<file path="src/rtl/usb_irq_pkg.sv">
package usb_irq_pkg;
  localparam int STAT_BITS = 10;
  localparam int B_FRAME = 0;
  localparam int B_FAST = 1;
  localparam int B_SLOW = 2;
  localparam int B_DEV = 3;
  localparam int B_CMDEMPTY = 4;
  localparam int B_DATAFULL = 5;
  localparam int B_RXEND = 6;
  localparam int B_TXEND = 7;
  localparam int B_REALIZED = 8;
  localparam int B_EPREL = 9;
  localparam logic [STAT_BITS-1:0] STAT_RESET = STAT_BITS'(1 << B_CMDEMPTY);

  typedef struct packed {
    logic [STAT_BITS-1:0] setVec;
    logic [STAT_BITS-1:0] clrVec;
    logic enWe;
    logic enData;
  } irq_strobe_t;
endpackage

</file>
<file path="src/rtl/usb_irq_ctrl.sv">
module usb_irq_ctrl
  import usb_irq_pkg::*;
#(
  parameter int NUM_EP = 4,
  parameter int REG_W = 32,
  parameter int RELEASE_MS = 3
) (
  input  logic              clk,
  input  logic              rstN,
  input  logic              frameEvt,
  input  logic [NUM_EP-1:0] epEvt,
  input  logic [NUM_EP-1:0] epPrioMask,
  input  logic              busResetEvt,
  input  logic              suspendChgEvt,
  input  logic              connectChgEvt,
  input  logic              cmdEmptyEvt,
  input  logic              dataFullEvt,
  input  logic              rxEndEvt,
  input  logic              txEndEvt,
  input  logic              epRealizedEvt,
  input  logic              epRelatedEvt,
  input  logic              busActivity,
  input  logic              msTick,
  input  logic              busWakeEn,
  input  logic              clrWe,
  input  logic [REG_W-1:0]  clrData,
  input  logic              globalEnWe,
  input  logic              globalEnData,
  output irq_strobe_t       strobes,
  output logic              needClock,
  output logic              wakeReq
);
  localparam int CNT_W = $clog2(RELEASE_MS + 1);
  localparam logic [CNT_W-1:0] LAST_TICK = CNT_W'(RELEASE_MS - 1);

  logic fastHit, slowHit;
  logic [CNT_W-1:0] msCount;
  logic restart;

  // Endpoint steering: the priority mask picks the fast or the slow line.
  always_comb begin
    fastHit = 1'b0;
    slowHit = 1'b0;
    for (int i = 0; i < NUM_EP; i++) begin
      if (epEvt[i]) begin
        if (epPrioMask[i]) fastHit = 1'b1;
        else               slowHit = 1'b1;
      end
    end
  end

  always_comb begin
    strobes = '0;
    strobes.setVec[B_FRAME]    = frameEvt;
    strobes.setVec[B_FAST]     = fastHit;
    strobes.setVec[B_SLOW]     = slowHit;
    strobes.setVec[B_DEV]      = busResetEvt | suspendChgEvt | connectChgEvt;
    strobes.setVec[B_CMDEMPTY] = cmdEmptyEvt;
    strobes.setVec[B_DATAFULL] = dataFullEvt;
    strobes.setVec[B_RXEND]    = rxEndEvt;
    strobes.setVec[B_TXEND]    = txEndEvt;
    strobes.setVec[B_REALIZED] = epRealizedEvt;
    strobes.setVec[B_EPREL]    = epRelatedEvt;
    strobes.clrVec = clrWe ? clrData[STAT_BITS-1:0] : '0;
    strobes.enWe   = globalEnWe;
    strobes.enData = globalEnData;
  end

  // Need-clock timer: activity or a frame restarts the ms count.
  assign restart = busActivity | frameEvt;

  always_ff @(posedge clk) begin
    if (!rstN) begin
      needClock <= 1'b0;
      msCount   <= '0;
      wakeReq   <= 1'b0;
    end else begin
      wakeReq <= busActivity & ~needClock & busWakeEn;
      if (busActivity) needClock <= 1'b1;
      if (restart) begin
        msCount <= '0;
      end else if (msTick && needClock) begin
        if (msCount == LAST_TICK) begin
          needClock <= 1'b0;
          msCount   <= '0;
        end else begin
          msCount <= msCount + 1'b1;
        end
      end
    end
  end

  p_set_flag_r8: assert property (@(posedge clk) disable iff (!rstN)
    busActivity |=> needClock);
  p_wake_edge_r10: assert property (@(posedge clk) disable iff (!rstN)
    wakeReq |-> $rose(needClock));
  p_release_tick_r9: assert property (@(posedge clk) disable iff (!rstN)
    $fell(needClock) |-> ($past(msTick) && !$past(frameEvt)));
  p_count_bound_r9: assert property (@(posedge clk) disable iff (!rstN)
    msCount <= LAST_TICK);
endmodule

</file>
<file path="src/rtl/usb_irq_dp.sv">
module usb_irq_dp
  import usb_irq_pkg::*;
#(
  parameter int REG_W = 32
) (
  input  logic                 clk,
  input  logic                 rstN,
  input  irq_strobe_t          strobes,
  input  logic [STAT_BITS-1:0] intEnMask,
  output logic [REG_W-1:0]     statusOut,
  output logic                 globalEn,
  output logic                 irqOut
);
  logic [STAT_BITS-1:0] statusReg;

  // Each status bit is sticky; a set in the same cycle beats a clear.
  generate
    for (genvar b = 0; b < STAT_BITS; b++) begin : g_bit
      always_ff @(posedge clk) begin
        if (!rstN)                  statusReg[b] <= STAT_RESET[b];
        else if (strobes.setVec[b]) statusReg[b] <= 1'b1;
        else if (strobes.clrVec[b]) statusReg[b] <= 1'b0;
      end
    end
  endgenerate

  always_ff @(posedge clk) begin
    if (!rstN)             globalEn <= 1'b1;
    else if (strobes.enWe) globalEn <= strobes.enData;
  end

  assign statusOut = {{(REG_W-STAT_BITS){1'b0}}, statusReg};
  assign irqOut = globalEn & (|(statusReg & intEnMask));

  p_set_wins_r7: assert property (@(posedge clk) disable iff (!rstN)
    (|strobes.setVec) |=> ((statusReg & $past(strobes.setVec)) == $past(strobes.setVec)));
  p_clear_only_r7: assert property (@(posedge clk) disable iff (!rstN)
    (|(strobes.clrVec & ~strobes.setVec)) |=>
      ((statusReg & $past(strobes.clrVec & ~strobes.setVec)) == '0));
  p_gate_r11: assert property (@(posedge clk) disable iff (!rstN)
    !globalEn |-> !irqOut);
endmodule

</file>
<file path="src/rtl/usb_dev_irq_status.sv">
module usb_dev_irq_status
  import usb_irq_pkg::*;
#(
  parameter int NUM_EP = 4,
  parameter int REG_W = 32,
  parameter int RELEASE_MS = 3
) (
  input  logic              clk,
  input  logic              rstN,
  input  logic              frameEvt,
  input  logic [NUM_EP-1:0] epEvt,
  input  logic [NUM_EP-1:0] epPrioMask,
  input  logic              busResetEvt,
  input  logic              suspendChgEvt,
  input  logic              connectChgEvt,
  input  logic              cmdEmptyEvt,
  input  logic              dataFullEvt,
  input  logic              rxEndEvt,
  input  logic              txEndEvt,
  input  logic              epRealizedEvt,
  input  logic              epRelatedEvt,
  input  logic              busActivity,
  input  logic              msTick,
  input  logic              busWakeEn,
  input  logic              clrWe,
  input  logic [REG_W-1:0]  clrData,
  input  logic [9:0]        intEnMask,
  input  logic              globalEnWe,
  input  logic              globalEnData,
  output logic [REG_W-1:0]  statusOut,
  output logic              needClock,
  output logic              wakeReq,
  output logic              globalEn,
  output logic              irqOut
);
  irq_strobe_t strobes;

  usb_irq_ctrl #(.NUM_EP(NUM_EP), .REG_W(REG_W), .RELEASE_MS(RELEASE_MS)) ctrl_i (
    .clk(clk), .rstN(rstN), .frameEvt(frameEvt), .epEvt(epEvt),
    .epPrioMask(epPrioMask), .busResetEvt(busResetEvt),
    .suspendChgEvt(suspendChgEvt), .connectChgEvt(connectChgEvt),
    .cmdEmptyEvt(cmdEmptyEvt), .dataFullEvt(dataFullEvt),
    .rxEndEvt(rxEndEvt), .txEndEvt(txEndEvt),
    .epRealizedEvt(epRealizedEvt), .epRelatedEvt(epRelatedEvt),
    .busActivity(busActivity), .msTick(msTick), .busWakeEn(busWakeEn),
    .clrWe(clrWe), .clrData(clrData), .globalEnWe(globalEnWe),
    .globalEnData(globalEnData), .strobes(strobes),
    .needClock(needClock), .wakeReq(wakeReq)
  );

  usb_irq_dp #(.REG_W(REG_W)) dp_i (
    .clk(clk), .rstN(rstN), .strobes(strobes), .intEnMask(intEnMask),
    .statusOut(statusOut), .globalEn(globalEn), .irqOut(irqOut)
  );

  p_high_zero_r1: assert property (@(posedge clk) disable iff (!rstN)
    statusOut[REG_W-1:STAT_BITS] == '0);
  p_fast_route_r3: assert property (@(posedge clk) disable iff (!rstN)
    (|(epEvt & epPrioMask)) |=> statusOut[B_FAST]);
  p_slow_route_r3: assert property (@(posedge clk) disable iff (!rstN)
    (|(epEvt & ~epPrioMask)) |=> statusOut[B_SLOW]);
  p_dev_stat_r4: assert property (@(posedge clk) disable iff (!rstN)
    (busResetEvt | suspendChgEvt | connectChgEvt) |=> statusOut[B_DEV]);
endmodule

</file>
<file path="config.mk">
export PLATFORM = sky130hd
export DESIGN_NAME = usb_dev_irq_status
export DESIGN_NICKNAME = d
export VERILOG_FILES = /design/src/rtl/usb_irq_pkg.sv /design/src/rtl/usb_irq_ctrl.sv /design/src/rtl/usb_irq_dp.sv /design/src/rtl/usb_dev_irq_status.sv
export SDC_FILE = /design/constraint.sdc
export NUM_CORES = 1
export LEC_CHECK = 0
export BUFFER_PORTS_ARGS = -buffer_cell sky130_fd_sc_hd__buf_2
export CAP_MARGIN = 20
export CORE_ASPECT_RATIO = 1.75
export CORE_MARGIN = 5
export CORE_UTILIZATION = 35
export CTS_BUF_LIST = sky130_fd_sc_hd__clkbuf_8
export DETAILED_ROUTE_END_ITERATION = 6
export PLACE_DENSITY = 0.86
export RECOVER_POWER = 25
export SETUP_SLACK_MARGIN = 0.1
export SYNTH_ARGS = -nofsm -noshare
export SYNTH_HDL_FRONTEND = slang
export SYNTH_SLANG_ARGS = --single-unit
export TNS_END_PERCENT = 50
</file>
<file path="constraint.sdc">
create_clock -name clk -period 1.15 [get_ports clk]
set_input_delay 0 -clock clk [delete_from_list [all_inputs] [get_ports clk]]
set_output_delay 0 -clock clk [all_outputs]
set_load 0.1 [all_outputs]
</file>
# == Word level (Yosys, flattened, before mapping) ==
# Cells that the tools add are included.
# op_classes
n_eq_ne,1
bitwise_logic,9
n_addsub,1
muxes,40
n_reduce_logical,13
# ops
op,count
$mux W1,38
$reduce_bool A2 Y1,9
$and A10 B10 Y10,1
$mux W10,1
$reduce_or A10 Y1,1
$reduce_or A2 Y1,2
$and A1 B1 Y1,3
$or A1 B1 Y1,3
$add A2 B1 Y2 const B,1
$eq A2 B2 Y1 const B,1
$mux W2,1
$not A1 Y1,2
$logic_and A1 B1 Y1,1
# totals
reg_bits,15
elab_cells,78
out_inout_bits,36
in_bits,68

# == Logic depth before layout (Yosys ltp) ==
# depth
ltp_word,9
ltp_mapped,4

# == Modules after synthesis ==
# From an unflattened synthesis, not the netlist that was laid out.
# unflattened
hier_cells,110
area_unflattened_um2,984.7
# by_module_without_submodules
mod,area_per_inst_um2,cells_each,instances
usb_irq_dp,608.1,64,1
usb_irq_ctrl,376.6,46,1

# == Least setup slack after synthesis ==
# Ideal clock, no wire load.
# synth_timing
path_type,register to output
startpoint,"register dp_i.statusReg[5], in the netlist dp_i.statusOut[5]"
endpoint,output irqOut
stages_incl_launch_ff,4
path_buffers,0
t_arrival_ps,2986
setup_slack_ps,-1836
path_cell_list,dfxtp_1 a22o_1 a221oi_1 a31oi_1
# synth_via
elab_chain_cells,3
# synth_lines
item,line_no,source
start: declaration,usb_irq_dp.sv:14,logic [STAT_BITS-1:0] statusReg;
start signal: indexed assignment,usb_irq_dp.sv:20,if (!rstN) statusReg[b] <= STAT_RESET[b];
$and A10 B10 Y10,usb_irq_dp.sv:33,assign irqOut = globalEn & (|(statusReg & intEnMask));
$reduce_or A10 Y1,usb_irq_dp.sv:33,
$and A1 B1 Y1,usb_irq_dp.sv:33,
end: declaration,usb_dev_irq_status.sv:34,output logic irqOut
# No other way between the ends.

# == Worst setup path in the final report ==
# layout_timing
startpoint,"register dp_i.statusReg[1], in the netlist dp_i.statusOut[1]"
endpoint,output irqOut
# Same word-level chain as after synthesis.

==> impl_results.md <==
- Post-Route WL: 2520 um
- Buffers on Ports: 59
- CTS Sinks: 15
- Pins Over Slew Limit: 0
- GPL Wtd Cong: 0.792
- Final Hold Viols: 0
- CTS H-Tree Depth: 1
- Beginning of the worst hold path: busWakeEn
- Netlist cell types: 27
- FF-to-FF Start: dp_i.statusOut[1]$_SDFFE_PN0P_
- Post-Syn Area per Cell: 8.69 um2
- FF-to-FF setup slack: 0.15 ns
- Number of global-route vias before repair: 1055
- Die width: 46.9 um
- Die height: 74.6 um
- First-pass GRT wire length: 4150 um
- Starting DRC count in detailed routing: 13
- Clock-pin slew on the worst setup and hold paths: 0.06 ns
- Io pins: 104
- Outcome: complete, but fails checks
- Routed length per instance: 12.5 um
- CTS buffer count: 3
- Placed Cells: 184
- Switching share of total power: 46.5%
- Leak: 0.000717 uW
- Vias per cell: 4.61
- Final Util: 63.4%
- Period utilization: 120%
- Largest net degree at the start of global routing: 13
- Power density over the cells: 1300 mW/mm2
- All-layer global routing usage: 16.3%
- Synth Register Bits: 15
- Clock Latency Late Sink: 0.24 ns
- Hold Slack: 0.0238 ns
- CTS tree: yes
- WHS Path Cells: 2
- R2r worst-path depth: 3
- Hold/Removal Path Class: in2reg
- Sequential Power Share: 29.9%
- # DRC: 0
- Failing checks: setup timing
- Clock share of power: 21.4%
- CP startpoint kind: flip-flop
- Mapped Cells: 96
- Final setup vio count: 1
- Vias: 927
- Share of cells above drive strength 1: 50.0%
- Area grow syn2layout: 74.8%
- Worst EP required: 1.15 ns
- Final worst slack: -0.235 ns
- Core area: 0.00230 mm2
- Cell Rows: 23
- Critical path data arrival time: 1.39 ns
- Internal cell power: 1020 uW
- RSZ-0062 raised after global routing: true
- Final HPWL DP: 2030 um
- Logic pwr share: 48.8%
- Kind of critical path: reg2out
- Finished Layout Cells: 201
- Sw Pwr: 883 uW
- Initial antenna violation count: 0
- Pre-CTS WS: -0.104 ns
- Worst VDD drop: 987 uV
- Root Buffer: clkbuf_8
- Total grt overflow: 0
- Maximum clock frequency: 722 MHz
- Synth warnings: 0
- Hold-critical path endpoint: ctrl_i.wakeReq$_SDFF_PN0_
- Post-synthesis sequential area ratio: 36.0%
- Number of nets with antenna violations after routing: 0
- Mapped Area: 835 um2
- Worst Skew: 0.00501 ns
- Clk buf depth: 2
- Tmin final: 1.39 ns
- N_diodes: 0
- Reg-to-reg endpoint: dp_i.statusOut[1]$_SDFFE_PN0P_
- Max-Cap Viols: 0
- Initial core utilization: 36.2%
- Drt pass-1 iters: 4
- DIE AREA: 0.00350 mm2
- Worst-path maximum fanout: 2
- Critical Path End Type: primary output
- Final Net Count: 245
synthesized netlist by cell type, drive strengths merged:
master   instances  area share [%]
nand4b           1             1.0
inv              4             1.8
conb             1            0.45
a22o             2             2.1
o211ai           1            0.90
dfxtp           15              36
nand2b           2             1.5
mux2i            1             1.2
and4b            1             1.2
a31oi            2             1.5
a2111oi          1             3.3
nand4bb          1             1.3
a222oi           2             2.4
buf             23              21
a22oi            2             1.8
clkbuf           1            0.45
a221oi           2             2.1
a211o            1             1.0
or3              1             1.3
nand2           13             6.7
nor2            10             4.8
a21oi            9             5.8
area by class of cell:
type                            instances  area (um2)
Tap cell                               25        31.3
Sequential cell                        15         342
Fill cell                             202         843
Clock buffer                            3        41.3
Multi-Input combinational cell         74         448
Clock inverter                          1        5.00
Timing Repair Buffer                   79         577
Inverter                                4        15.0
worst max path at each step:
stage	from	to
after floorplan	dp_i.statusOut[5]$_SDFFE_PN0P_	irqOut
after global placement	dp_i.statusOut[1]$_SDFFE_PN0P_	irqOut
after detailed placement	dp_i.statusOut[1]$_SDFFE_PN0P_	irqOut
after CTS	dp_i.statusOut[5]$_SDFFE_PN0P_	irqOut
after global routing	dp_i.statusOut[1]$_SDFFE_PN0P_	irqOut
final	dp_i.statusOut[1]$_SDFFE_PN0P_	irqOut
power groups by stage:
stage                     clock network, uW  registers, uW  logic (uW)
after global placement                    0            576         869
after detailed placement                  0            578         873
after floorplan                           0            803         496
after CTS                               425            567         927
after global routing                    453            571         966
final                                   406            567         926
routing by layer:
layer / global-route usage (%) / wire, um / part of all wire, %
met5: 0 / 0 / 0
met2: 29.5 / 1360 / 54
met1: 16.9 / 855 / 34
met4: 5.85 / 17 / 0.68
met3: 4.60 / 282 / 11
sequential cells by signal, indices dropped and copies added, names as in the netlist:
name / flops
ctrl_i.wakeReq: 1
ctrl_i.needClock: 1
dp_i.statusOut: 10
dp_i.globalEn: 1
ctrl_i.msCount: 2
layout by cell type, fill, tap and decap left out, drive strengths merged, types with 2 or more instances in the layout:
| master | Yosys | final |
|---|---|---|
| dfxtp | 15 | 15 |
| a31oi | 2 | 2 |
| a22oi | 2 | 2 |
| a21oi | 9 | 9 |
| buf | 23 | 62 |
| inv | 4 | 4 |
| a222oi | 2 | 2 |
| clkbuf | 1 | 7 |
| a221oi | 2 | 2 |
| a22o | 2 | 2 |
| nand2 | 13 | 13 |
| nor2 | 10 | 10 |
| conb | 1 | 22 |
| dlygate4sd3 | 0 | 13 |
| nand2b | 2 | 2 |
logic make-up after synthesis:
kind of cell           share of synthesized area, %
buffers and inverters                          23.4
other                                         0.449
AO/OA/AOI/OAI                                  21.0
AND/OR/NAND/NOR                                18.0
multiplexers                                   1.20
flip-flops                                     36.0
what timing repair did:
action	in CTS	in global routing
setup endpoints to repair	1	3
gates cloned	0	0
pin swaps	2	0
endpoints found under the hold margin	9	0
resized for setup	5	2
buffers inserted	0	0
hold buffers	13	0
per-stage QoR:
stage | cell area, um2 | power, uW | setup TNS [ns]
2_1_floorplan | 980 | 1300 | -0.251
3_3_place_gp | 1270 | 1440 | -0.0814
3_5_place_dp | 1270 | 1450 | -0.104
4_1_cts | 1470 | 1920 | -0.241
5_1_grt | 1460 | 1990 | -0.321
6_report | 1460 | 1900 | -0.235
critical path, cell delays in order, from the launching register on:
cell,delay (ns)
dfxtp_4,0.34
a22o_1,0.20
a221oi_2,0.17
buf_4,0.15
a31oi_4,0.09
buf_12,0.19
No activity file was read; power rests on OpenSTA's default activity.
